`config.mk`:
```
export PLATFORM = sky130hd
export DESIGN_NAME = dtg_top
export DESIGN_NICKNAME = d
export VERILOG_FILES = /design/src/rtl/dtg_pkg.sv /design/src/rtl/dtg_regs.sv /design/src/rtl/dtg_axis.sv /design/src/rtl/dtg_top.sv
export SDC_FILE = /design/constraint.sdc
export NUM_CORES = 1
export LEC_CHECK = 0
export CAP_MARGIN = 30
export CORE_MARGIN = 10
export CORE_UTILIZATION = 39
export CTS_BUF_LIST = sky130_fd_sc_hd__clkbuf_4 sky130_fd_sc_hd__clkbuf_8
export DETAILED_ROUTE_END_ITERATION = 16
export DONT_BUFFER_PORTS = 1
export GPL_ROUTABILITY_DRIVEN = 0
export GPL_TIMING_DRIVEN = 0
export PLACE_DENSITY = 0.62
export REMOVE_ABC_BUFFERS = 1
export SETUP_SLACK_MARGIN = 0.05
export SKIP_LAST_GASP = 1
export SYNTH_ARGS = -nofsm -noshare
export SYNTH_HDL_FRONTEND = slang
export SYNTH_SLANG_ARGS = --single-unit
```
`constraint.sdc`:
```
create_clock -name clk -period 3.2 [get_ports clk]
set_input_delay 0.48 -clock clk [delete_from_list [all_inputs] [get_ports clk]]
set_output_delay 0.48 -clock clk [all_outputs]
set_load 0.1 [all_outputs]
```
`src/rtl/dtg_pkg.sv`:
```
package dtg_pkg;

    localparam int CNT_W   = 16;
    localparam int ADDR_W  = 4;
    localparam int DATA_W  = CNT_W;
    localparam int NUM_TIM = 8;
    localparam int TIM_SEL_W = $clog2(NUM_TIM);

    // Register map
    localparam logic [ADDR_W-1:0] A_CMD      = 4'd0;
    localparam logic [ADDR_W-1:0] A_POL      = 4'd1;
    localparam logic [ADDR_W-1:0] A_MASK     = 4'd2;
    localparam logic [ADDR_W-1:0] A_STAT     = 4'd3;
    localparam logic [ADDR_W-1:0] A_TIM_BASE = 4'd4;
    localparam logic [ADDR_W-1:0] A_TIM_LAST = ADDR_W'(int'(A_TIM_BASE) + NUM_TIM - 1);

    typedef enum logic [1:0] {
        SEG_SYNC  = 2'd0,
        SEG_BACK  = 2'd1,
        SEG_ACT   = 2'd2,
        SEG_FRONT = 2'd3
    } seg_e;

    typedef struct packed {
        logic [CNT_W-1:0] sync_m1;
        logic [CNT_W-1:0] back_m1;
        logic [CNT_W-1:0] act_m1;
        logic [CNT_W-1:0] front_m1;
    } axis_cfg_t;

    typedef struct packed {
        logic data_hi;
        logic de_hi;
        logic vs_hi;
        logic hs_hi;
    } pol_t;

    function automatic logic [CNT_W-1:0] seg_limit(axis_cfg_t c, seg_e s);
        case (s)
            SEG_SYNC: return c.sync_m1;
            SEG_BACK: return c.back_m1;
            SEG_ACT:  return c.act_m1;
            default:  return c.front_m1;
        endcase
    endfunction

    function automatic seg_e seg_next(seg_e s);
        case (s)
            SEG_SYNC: return SEG_BACK;
            SEG_BACK: return SEG_ACT;
            SEG_ACT:  return SEG_FRONT;
            default:  return SEG_SYNC;
        endcase
    endfunction

    // Pin level for an internal "asserted" flag under a polarity bit
    function automatic logic pin_level(logic asserted, logic active_high);
        return asserted ~^ active_high;
    endfunction

endpackage

```
`src/rtl/dtg_regs.sv`:
```
module dtg_regs
    import dtg_pkg::*;
(
    input  logic              clk,
    input  logic              rst,
    input  logic              wr_en,
    input  logic [ADDR_W-1:0] wr_addr,
    input  logic [DATA_W-1:0] wr_data,
    input  logic [ADDR_W-1:0] rd_addr,
    output logic [DATA_W-1:0] rd_data,
    input  logic              stat_set,
    output logic              run,
    output pol_t              pol,
    output logic              mask,
    output logic              stat,
    output axis_cfg_t         h_cfg,
    output axis_cfg_t         v_cfg
);

    logic [CNT_W-1:0] tim_q [NUM_TIM];

    always_ff @(posedge clk) begin
        if (rst) begin
            run  <= 1'b0;
            pol  <= '0;
            mask <= 1'b0;
        end else if (wr_en) begin
            case (wr_addr)
                A_CMD:   run  <= wr_data[0];
                A_POL:   pol  <= pol_t'(wr_data[3:0]);
                A_MASK:  mask <= wr_data[0];
                default: ;
            endcase
        end
    end

    // Raw status: a new event wins over a simultaneous clear
    always_ff @(posedge clk) begin
        if (rst) begin
            stat <= 1'b0;
        end else if (stat_set) begin
            stat <= 1'b1;
        end else if (wr_en && wr_addr == A_STAT && wr_data[0]) begin
            stat <= 1'b0;
        end
    end

    always_ff @(posedge clk) begin
        if (rst) begin
            for (int i = 0; i < NUM_TIM; i++) tim_q[i] <= '0;
        end else if (wr_en) begin
            for (int i = 0; i < NUM_TIM; i++) begin
                if (wr_addr == ADDR_W'(int'(A_TIM_BASE) + i)) tim_q[i] <= wr_data[CNT_W-1:0];
            end
        end
    end

    // Timing slots: +0 active, +1 back porch, +2 front porch, +3 sync; H then V
    assign h_cfg = '{sync_m1: tim_q[3], back_m1: tim_q[1], act_m1: tim_q[0], front_m1: tim_q[2]};
    assign v_cfg = '{sync_m1: tim_q[7], back_m1: tim_q[5], act_m1: tim_q[4], front_m1: tim_q[6]};

    always_comb begin
        rd_data = '0;
        case (rd_addr)
            A_CMD:   rd_data[0]   = run;
            A_POL:   rd_data[3:0] = pol;
            A_MASK:  rd_data[0]   = mask;
            A_STAT:  rd_data[0]   = stat;
            default: begin
                if (rd_addr <= A_TIM_LAST)
                    rd_data[CNT_W-1:0] = tim_q[TIM_SEL_W'(rd_addr - A_TIM_BASE)];
            end
        endcase
    end

endmodule

```
`src/rtl/dtg_axis.sv`:
```
module dtg_axis
    import dtg_pkg::*;
(
    input  logic             clk,
    input  logic             rst,
    input  logic             run,
    input  logic             step,
    input  axis_cfg_t        cfg,
    output seg_e             seg,
    output logic [CNT_W-1:0] cnt,
    output logic             last
);

    logic at_end;

    assign at_end = (cnt == seg_limit(cfg, seg));
    assign last   = at_end && (seg == SEG_FRONT);

    always_ff @(posedge clk) begin
        if (rst || !run) begin
            seg <= SEG_SYNC;
            cnt <= '0;
        end else if (step) begin
            if (at_end) begin
                cnt <= '0;
                seg <= seg_next(seg);
            end else begin
                cnt <= cnt + CNT_W'(1);
            end
        end
    end

endmodule

```
`src/rtl/dtg_top.sv`:
```
module dtg_top
    import dtg_pkg::*;
#(
    parameter int PIX_W = 24
) (
    input  logic              clk,
    input  logic              rst,
    input  logic              wr_en,
    input  logic [ADDR_W-1:0] wr_addr,
    input  logic [DATA_W-1:0] wr_data,
    input  logic [ADDR_W-1:0] rd_addr,
    output logic [DATA_W-1:0] rd_data,
    input  logic [PIX_W-1:0]  pix_i,
    output logic [PIX_W-1:0]  pix_o,
    output logic              hsync_o,
    output logic              vsync_o,
    output logic              de_o,
    output logic [CNT_W-1:0]  x_o,
    output logic [CNT_W-1:0]  y_o,
    output logic              frame_start_o,
    output logic              irq_o
);

    logic             run;
    pol_t             pol;
    logic             mask;
    logic             stat;
    axis_cfg_t        h_cfg_reg, v_cfg_reg;
    axis_cfg_t        h_cfg_s, v_cfg_s;
    seg_e             h_seg, v_seg;
    logic [CNT_W-1:0] h_cnt, v_cnt;
    logic             h_last, v_last, frame_end;
    logic             hs_act, vs_act, de_act;

    dtg_regs u_regs (
        .clk      (clk),
        .rst      (rst),
        .wr_en    (wr_en),
        .wr_addr  (wr_addr),
        .wr_data  (wr_data),
        .rd_addr  (rd_addr),
        .rd_data  (rd_data),
        .stat_set (frame_start_o),
        .run      (run),
        .pol      (pol),
        .mask     (mask),
        .stat     (stat),
        .h_cfg    (h_cfg_reg),
        .v_cfg    (v_cfg_reg)
    );

    // Working copy of the timing: refreshed while stopped or on a frame wrap
    assign frame_end = h_last && v_last;

    always_ff @(posedge clk) begin
        if (rst) begin
            h_cfg_s <= '0;
            v_cfg_s <= '0;
        end else if (!run || frame_end) begin
            h_cfg_s <= h_cfg_reg;
            v_cfg_s <= v_cfg_reg;
        end
    end

    dtg_axis u_haxis (
        .clk  (clk),
        .rst  (rst),
        .run  (run),
        .step (1'b1),
        .cfg  (h_cfg_s),
        .seg  (h_seg),
        .cnt  (h_cnt),
        .last (h_last)
    );

    dtg_axis u_vaxis (
        .clk  (clk),
        .rst  (rst),
        .run  (run),
        .step (h_last),
        .cfg  (v_cfg_s),
        .seg  (v_seg),
        .cnt  (v_cnt),
        .last (v_last)
    );

    assign hs_act = run && (h_seg == SEG_SYNC);
    assign vs_act = run && (v_seg == SEG_SYNC);
    assign de_act = run && (h_seg == SEG_ACT) && (v_seg == SEG_ACT);

    assign hsync_o = pin_level(hs_act, pol.hs_hi);
    assign vsync_o = pin_level(vs_act, pol.vs_hi);
    assign de_o    = pin_level(de_act, pol.de_hi);

    assign x_o = de_act ? h_cnt : '0;
    assign y_o = de_act ? v_cnt : '0;

    assign frame_start_o = hs_act && vs_act && (h_cnt == '0) && (v_cnt == '0);

    assign pix_o = de_act ? (pol.data_hi ? pix_i : ~pix_i) : {PIX_W{~pol.data_hi}};

    assign irq_o = stat && mask;

endmodule

```
### After elaboration in Yosys (flattened, before gate mapping)

Memories as Yosys holds them, arrays and structs flattened. A register that Yosys moved wholly into a read port is not among the register bits.
Cells that the tools add are included.

| operators by class | value |
|---|---|
| add/subtract/negate cells | 3 |
| order comparisons | 1 |
| equality and inequality tests | 22 |
| muxes and demuxes | 57 |
| bitwise operators | 13 |
| reduce and logical (&&, ||, !) cells | 30 |

Operators by type and width:

| kind | count |
|---|---|
| 2-to-1 mux 16 bit | 12 |
| case mux 16 bit (3 select lines) | 2 |
| 2-to-1 mux 24 bit | 2 |
| 2-to-1 mux 1 bit | 36 |
| adder 16 x 1 -> 16 bit (second input constant) | 2 |
| equality test 16 bit | 2 |
| logical NOT 16 bit | 2 |
| inverter 24 bit | 1 |
| equality test 4 x 2 -> 1 bit (second input constant) | 4 |
| equality test 4 x 3 -> 1 bit (second input constant) | 4 |
| equality test 4 bit (second input constant) | 4 |
| logical AND 1 bit | 13 |
| 2-to-1 mux 12 bit | 1 |
| case mux 2 bit (3 select lines) | 2 |
| equality test 2 bit (second input constant) | 4 |
| equality test 4 x 1 -> 1 bit (second input constant) | 2 |
| logical NOT 4 bit | 2 |
| bitwise OR 1 bit | 8 |
| AND reduction 2 bit | 4 |
| case mux 3 bit (2 select lines) | 1 |
| equality test 2 x 1 -> 1 bit (second input constant) | 2 |
| less-or-equal comparator 4 bit (second input constant) | 1 |
| logical NOT 2 bit | 2 |
| case mux 1 bit (4 select lines) | 1 |
| 9 further kinds | 12 |

| storage, ports and cells | value |
|---|---|
| flip-flop bits (word level) | 43 |
| bits in writable memories | 128 |
| bits of input ports | 51 |
| output and inout bits | 77 |
| logic and storage cells | 138 |
| memories kept | 1 |

Memories:

| name | words | bits a word | read ports | clocked after memory_dff | wr ports | RTL line | text |
|---|---|---|---|---|---|---|---|
| u_regs.tim_q | 8 | 16 | 9 | 8 | 8 | dtg_regs.sv:20 | `logic [CNT_W-1:0] tim_q [NUM_TIM];` |

### Depth between registers and ports, before layout

Gate-level depths: netlist of run 1.

| logic depth | value |
|---|---|
| depth after elaboration | 6 |
| depth in mapped cells | 15 |
| mapped depth without buffers | 10 |

### Modules after synthesis

A second synthesis of run 1 with hierarchy kept.

| second synthesis, totals | value |
|---|---|
| cells, all modules | 1409 |
| area total of the unflattened synthesis | 14024.7 um^2 |

Modules (own cells, without submodules):

| module | times used | cells each | area an instance (um^2) | sequential area each (um^2) |
|---|---|---|---|---|
| dtg_regs | 1 | 392 | 5850.6 | 3983.8 |
| dtg_top | 1 | 673 | 5206.2 | 2562.5 |
| dtg_axis | 2 | 172 | 1483.9 | 360.3 |

### Least setup slack after synthesis of run 1

Ideal clock, no wire load.

| path | value |
|---|---|
| kind | register to output |
| start point | reg u_vaxis.seg[0] |
| end point | out frame_start_o |
| arrival time | 4.652 ns |
| required time | 2.720 ns |
| setup slack | -1.932 ns |
| stages on the path, launching flop included | 7 |
| path buffers | 2 |
| path through | dfxtp_1 -> inv_1 -> ha_1 -> clkbuf_1 -> buf_1 -> or4b_2 -> nor4_1 |

| on the way | value |
|---|---|
| longest elaborated chain between the ends | 5 |

Ends and longest elaborated chain:

| element | RTL line | text |
|---|---|---|
| start: declaration | dtg_axis.sv:9 | `output seg_e seg,` |
| start signal: assignment | dtg_axis.sv:26 | `seg <= seg_next(seg);` |
| logical NOT 2 bit | dtg_top.sv:88 | `assign vs_act = run && (v_seg == SEG_SYNC);` |
| logical AND 1 bit | dtg_top.sv:88 |  |
| logical AND 1 bit (3 in a row) | dtg_top.sv:98 | `assign frame_start_o = hs_act && vs_act && (h_cnt == '0) && (v_cnt == '0);` |
| end: declaration | dtg_top.sv:20 | `output logic frame_start_o,` |

No other way between the ends.

### Final worst setup path of run 1

| path | value |
|---|---|
| start point | reg u_haxis.seg[0] |
| end point | reg, netlist name v_cfg_s[7] |

| on the way | value |
|---|---|
| longest elaborated chain between the ends | 6 |
| elaborated cells between the ends (all ways) | 9 |
| those cells by class | 4 x eq/ne; 1 x mux; 4 x reduce/logical |

Ends and longest elaborated chain:

| element | RTL line | text |
|---|---|---|
| start: declaration | dtg_axis.sv:9 |  |
| start signal: assignment | dtg_axis.sv:26 |  |
| equality test 2 bit (tied with other cells) | dtg_pkg.sv:39 | `case (s)` |
| case mux 16 bit (3 select lines) | dtg_pkg.sv:39 |  |
| equality test 16 bit | dtg_axis.sv:16 | `assign at_end = (cnt == seg_limit(cfg, seg));` |
| logical AND 1 bit * | dtg_axis.sv:17 | `assign last = at_end && (seg == SEG_FRONT);` |
| logical AND 1 bit * | dtg_top.sv:53 | `assign frame_end = h_last && v_last;` |
| logical OR 1 bit * | dtg_top.sv:59 | `end else if (!run \|\| frame_end) begin` |

Every way passes the cells marked *; elsewhere a longest branch is shown, timed or not.
A chain may end at the register's enable or synchronous reset.

==> results of run 1 <==
worst min path at each step:
stage / from / endpoint / slack [ns] / cells after the start
2_1_floorplan: u_regs.mask / u_regs.mask / 0.44 / 2
4_1_cts: rst / v_cfg_s[53] / -0.02 / 1
3_3_place_gp: h_cfg_s[42] / h_cfg_s[42] / 0.48 / 2
3_5_place_dp: u_regs.mask / u_regs.mask / 0.48 / 2
6_report: rst / v_cfg_s[53] / 0.002 / 1
5_1_grt: rst / v_cfg_s[5] / -0.05 / 1
flip-flops by register name, summed over array words and instances (netlist names):
signal,flops
u_regs.tim_q,128
h_cfg_s,64
u_vaxis.seg,2
v_cfg_s,64
u_regs.stat,1
u_regs.run,1
u_regs.mask,1
u_vaxis.cnt,16
u_haxis.cnt,16
u_haxis.seg,2
u_regs.pol,4
stage by stage:
stage	power, uW	cell area, sq um	utilization [%]
final	8590	17100	48.4
after global routing	8910	17100	48.4
after CTS	8640	16900	47.9
after detailed placement	5180	15300	43.3
after global placement	5060	14000	39.6
after floorplan	4900	13400	-
kinds of logic after synthesis:
group | synth area share [%]
buffers and inverters | 4.95
and+or+nand+nor | 14.7
DFF | 52.4
AOI/OAI and AO/OA | 4.05
xor gates and xnor gates | 5.49
muxes | 17.1
adders and majority gates | 1.26
area by class of cell:
cell class	count	area [sq um]	share of cell area, %
sequential	299	7280	42.6
multi-input combinational	814	6360	37.2
timing repair buffer	93	1620	9.49
clock buffer	81	965	5.64
tap	461	577	3.37
inverter	59	229	1.34
clock inverter	13	65.1	0.381
per-layer routing:
layer  vias to the layer above  share of wire [%]  global-route usage [%]
li1                       4477                  -                       -
met1                      4795                 42                    21.6
met2                       398                 46                    27.7
met3                        78                9.8                    5.91
met4                         6                2.7                    6.10
met5                         -              0.096                       0
placed cells by master, fill, tap and decap left out, types with 9 or more instances in the layout:
cell type / synthesis / layout
clkbuf_8: 0 / 57
a222oi_1: 32 / 32
xor2_1: 47 / 21
inv_1: 59 / 55
nand2_1: 54 / 54
nand4_1: 20 / 20
xnor2_1: 40 / 39
and2_4: 0 / 10
xor2_2: 0 / 26
buf_12: 0 / 13
buf_16: 0 / 23
mux4_2: 33 / 33
nor2_1: 266 / 266
a22o_1: 12 / 12
clkbuf_4: 0 / 24
nand2b_1: 24 / 23
mux2i_1: 163 / 153
nand3_1: 21 / 21
buf_8: 0 / 31
dfxtp_1: 171 / 166
buf_4: 2 / 19
a21oi_1: 9 / 9
edfxtp_1: 128 / 128
mux2i_2: 0 / 10
and2_2: 0 / 22
repair_timing:
| item | in CTS | in global routing |
|---|---|---|
| endpoints found under the hold margin | 37 | 51 |
| setup buffers | 28 | 2 |
| resized for setup | 89 | 20 |
| endpoints found under the setup margin | 222 | 204 |
| gates cloned | 4 | 4 |
| pin swaps | 16 | 18 |
critical path, cell delays in order (launching register included):
cell	delay, ns
dfxtp_4	0.40
inv_4	0.06
ha_4	0.20
buf_12	0.14
buf_12	0.13
a222oi_1	0.28
mux2i_1	0.14
xnor2_1	0.23
nand4_1	0.18
nor4_4	0.43
buf_6	0.17
a41oi_4	0.17
buf_12	0.20
buf_16	0.13
buf_16	0.15
buf_12	0.15
mux2i_2	0.16
nor2_1	0.06
report_power, final:
part           internal, uW  switching (uW)  leakage, uW
sequential             4200             116      0.00265
combinational           322             496      0.00286
clock                  1910            1550     0.000558
total                  6430            2160      0.00606
==> impl_metrics.py, run 1 <==
metrics = {
    "cts": {
        "clk_path_buf_depth": 3,
        "clk_pin_slew_ns": 0.06,
        "cts_root_buf": "clkbuf_8",
        "insertion_delay_ns": 0.60,
        "cts-buffers-inserted": 50,
        "cts_tree": "built",
        "clock_sinks": 299,
        "cts_max_level": 2,
    },
    "power_and_ir_drop": {
        "power.leakage_uw": 0.00606,
        "power_density_nw_per_um2": 502,
        "ir_drop_uv": 277,
    },
    "timing": {
        "worst_pin_slew_ns": 1.08,
        "setup_tns_ns": -23.60,
        "min_period_over_period_pct": 109,
        "finalWorstPathRequiredPeriod_ns": 3.49,
        "hold-worst-slack_ns": 0.00249,
        "fmax_ghz": 0.286,
        "relSlewSlack_pct": 28.2,
        "fin_worst_skew_ns": 0.0374,
        "rsz0062_at_grt": "yes",
        "setup_viol": 140,
        "finalHoldViolCount": 0,
        "layout_setup_ws_ns": -0.293,
        "slew_violations": 0,
    },
    "yosys": {
        "ys_top_cells_by_area": "edfxtp_1 28%, dfxtp_1 25%, mux2i_1 12%, nor2_1 7.2%, mux4_2 5.4%",
        "synth-seq-cells": 299,
        "synth_area_sq_um": 13900,
        "synthCells": 1261,
        "synth_top_area_share_pct": 27.7,
        "seq_area_frac_synth_pct": 52.4,
        "ys_types": 40,
        "synth_edf_count": 128,
        "synth.top_cells.by_count": "266 x nor2_1, 171 x dfxtp_1, 163 x mux2i_1, 128 x edfxtp_1, 59 x inv_1",
        "synth_area_leader_cell": "edfxtp_1",
        "syn_area_per_cell_sq_um": 11.0,
        "yosysMostFrequentCell": "nor2_1",
        "yosysWarnings": 0,
        "ys_async_sr_fraction_pct": 0,
        "synth_flop_cell": "dfxtp_1",
    },
    "floorplan": {
        "io_pins": 128,
        "die_y_microns": 209,
        "start_util_pct": 39.3,
        "coreArea_sq_um": 35300,
        "row_count": 69,
        "fp.dieArea_sq_um": 43500,
        "dieWidth_microns": 209,
    },
    "cells_and_area": {
        "nNetsFinal": 1382,
        "synthToLayoutAreaGrowth_pct": 23.2,
        "fillers": 3082,
        "antennaDiodeCount": 0,
        "fin_cells": 1820,
        "drive_gt1_share_pct": 23.0,
    },
    "detailed_routing": {
        "postRouteAntennaNets": 0,
        "vias": 9754,
        "viasPerCell": 5.36,
        "route.detailed.drc": 0,
        "drt-wirelength-per-cell_microns": 21.8,
        "firstDrtPassIters": 5,
        "drtIter0Drc": 752,
        "routed_wirelength_mm": 39.6,
    },
    "global_route": {
        "grt_pass1_wl_mm": 59.4,
        "grt_pass1_vias": 9982,
        "grt_max_degree": 161,
        "grt_usage_pct": 17.4,
        "overflow": 0,
        "antenna_found_initial": 3,
    },
    "worst_setup_path": {
        "crit_type": "flip-flop to flip-flop",
        "r2r_start": "u_haxis.seg[0]",
        "regToRegSetupSlack_ns": -0.29,
        "timing.critical_path.to": "v_cfg_s[7]",
        "worstPathMaxFanout": 7,
        "r2r-end": "v_cfg_s[7]",
        "crit_required_ns": 3.66,
        "critPathLaunchType": "flip-flop",
        "crit_path_end_kind": "flip-flop",
        "startpoint": "u_haxis.seg[0]",
        "timing.reg2reg.worst_path_depth": 17,
        "arrival_ns": 3.96,
    },
    "worst_hold_path": {
        "min_path_type": "input port to flip-flop",
    },
    "placement": {
        "dp_slack_ns": -1.34,
        "dp_cells": 1688,
        "port-buffer-count": 0,
        "dp_hpwl_mm": 25.5,
    },
    "outcome": {
        "violations": "setup timing",
        "status": "finished with violations",
    },
    "flow_run": {
        "cap_violations": 0,
    },
}
Power figures use the tool's default switching activity.
==> run 2, diff against run 1 <==
--- a/config.mk
+++ b/config.mk
@@ -9,6 +9,7 @@
 export CORE_MARGIN = 10
 export CORE_UTILIZATION = 39
 export CTS_BUF_LIST = sky130_fd_sc_hd__clkbuf_4 sky130_fd_sc_hd__clkbuf_8
+export CTS_CLUSTER_DIAMETER = 120
 export DETAILED_ROUTE_END_ITERATION = 16
 export DONT_BUFFER_PORTS = 1
 export GPL_ROUTABILITY_DRIVEN = 0
==> results of run 2 <==
Final layout, timing and power as in run 1 (identical DEF).
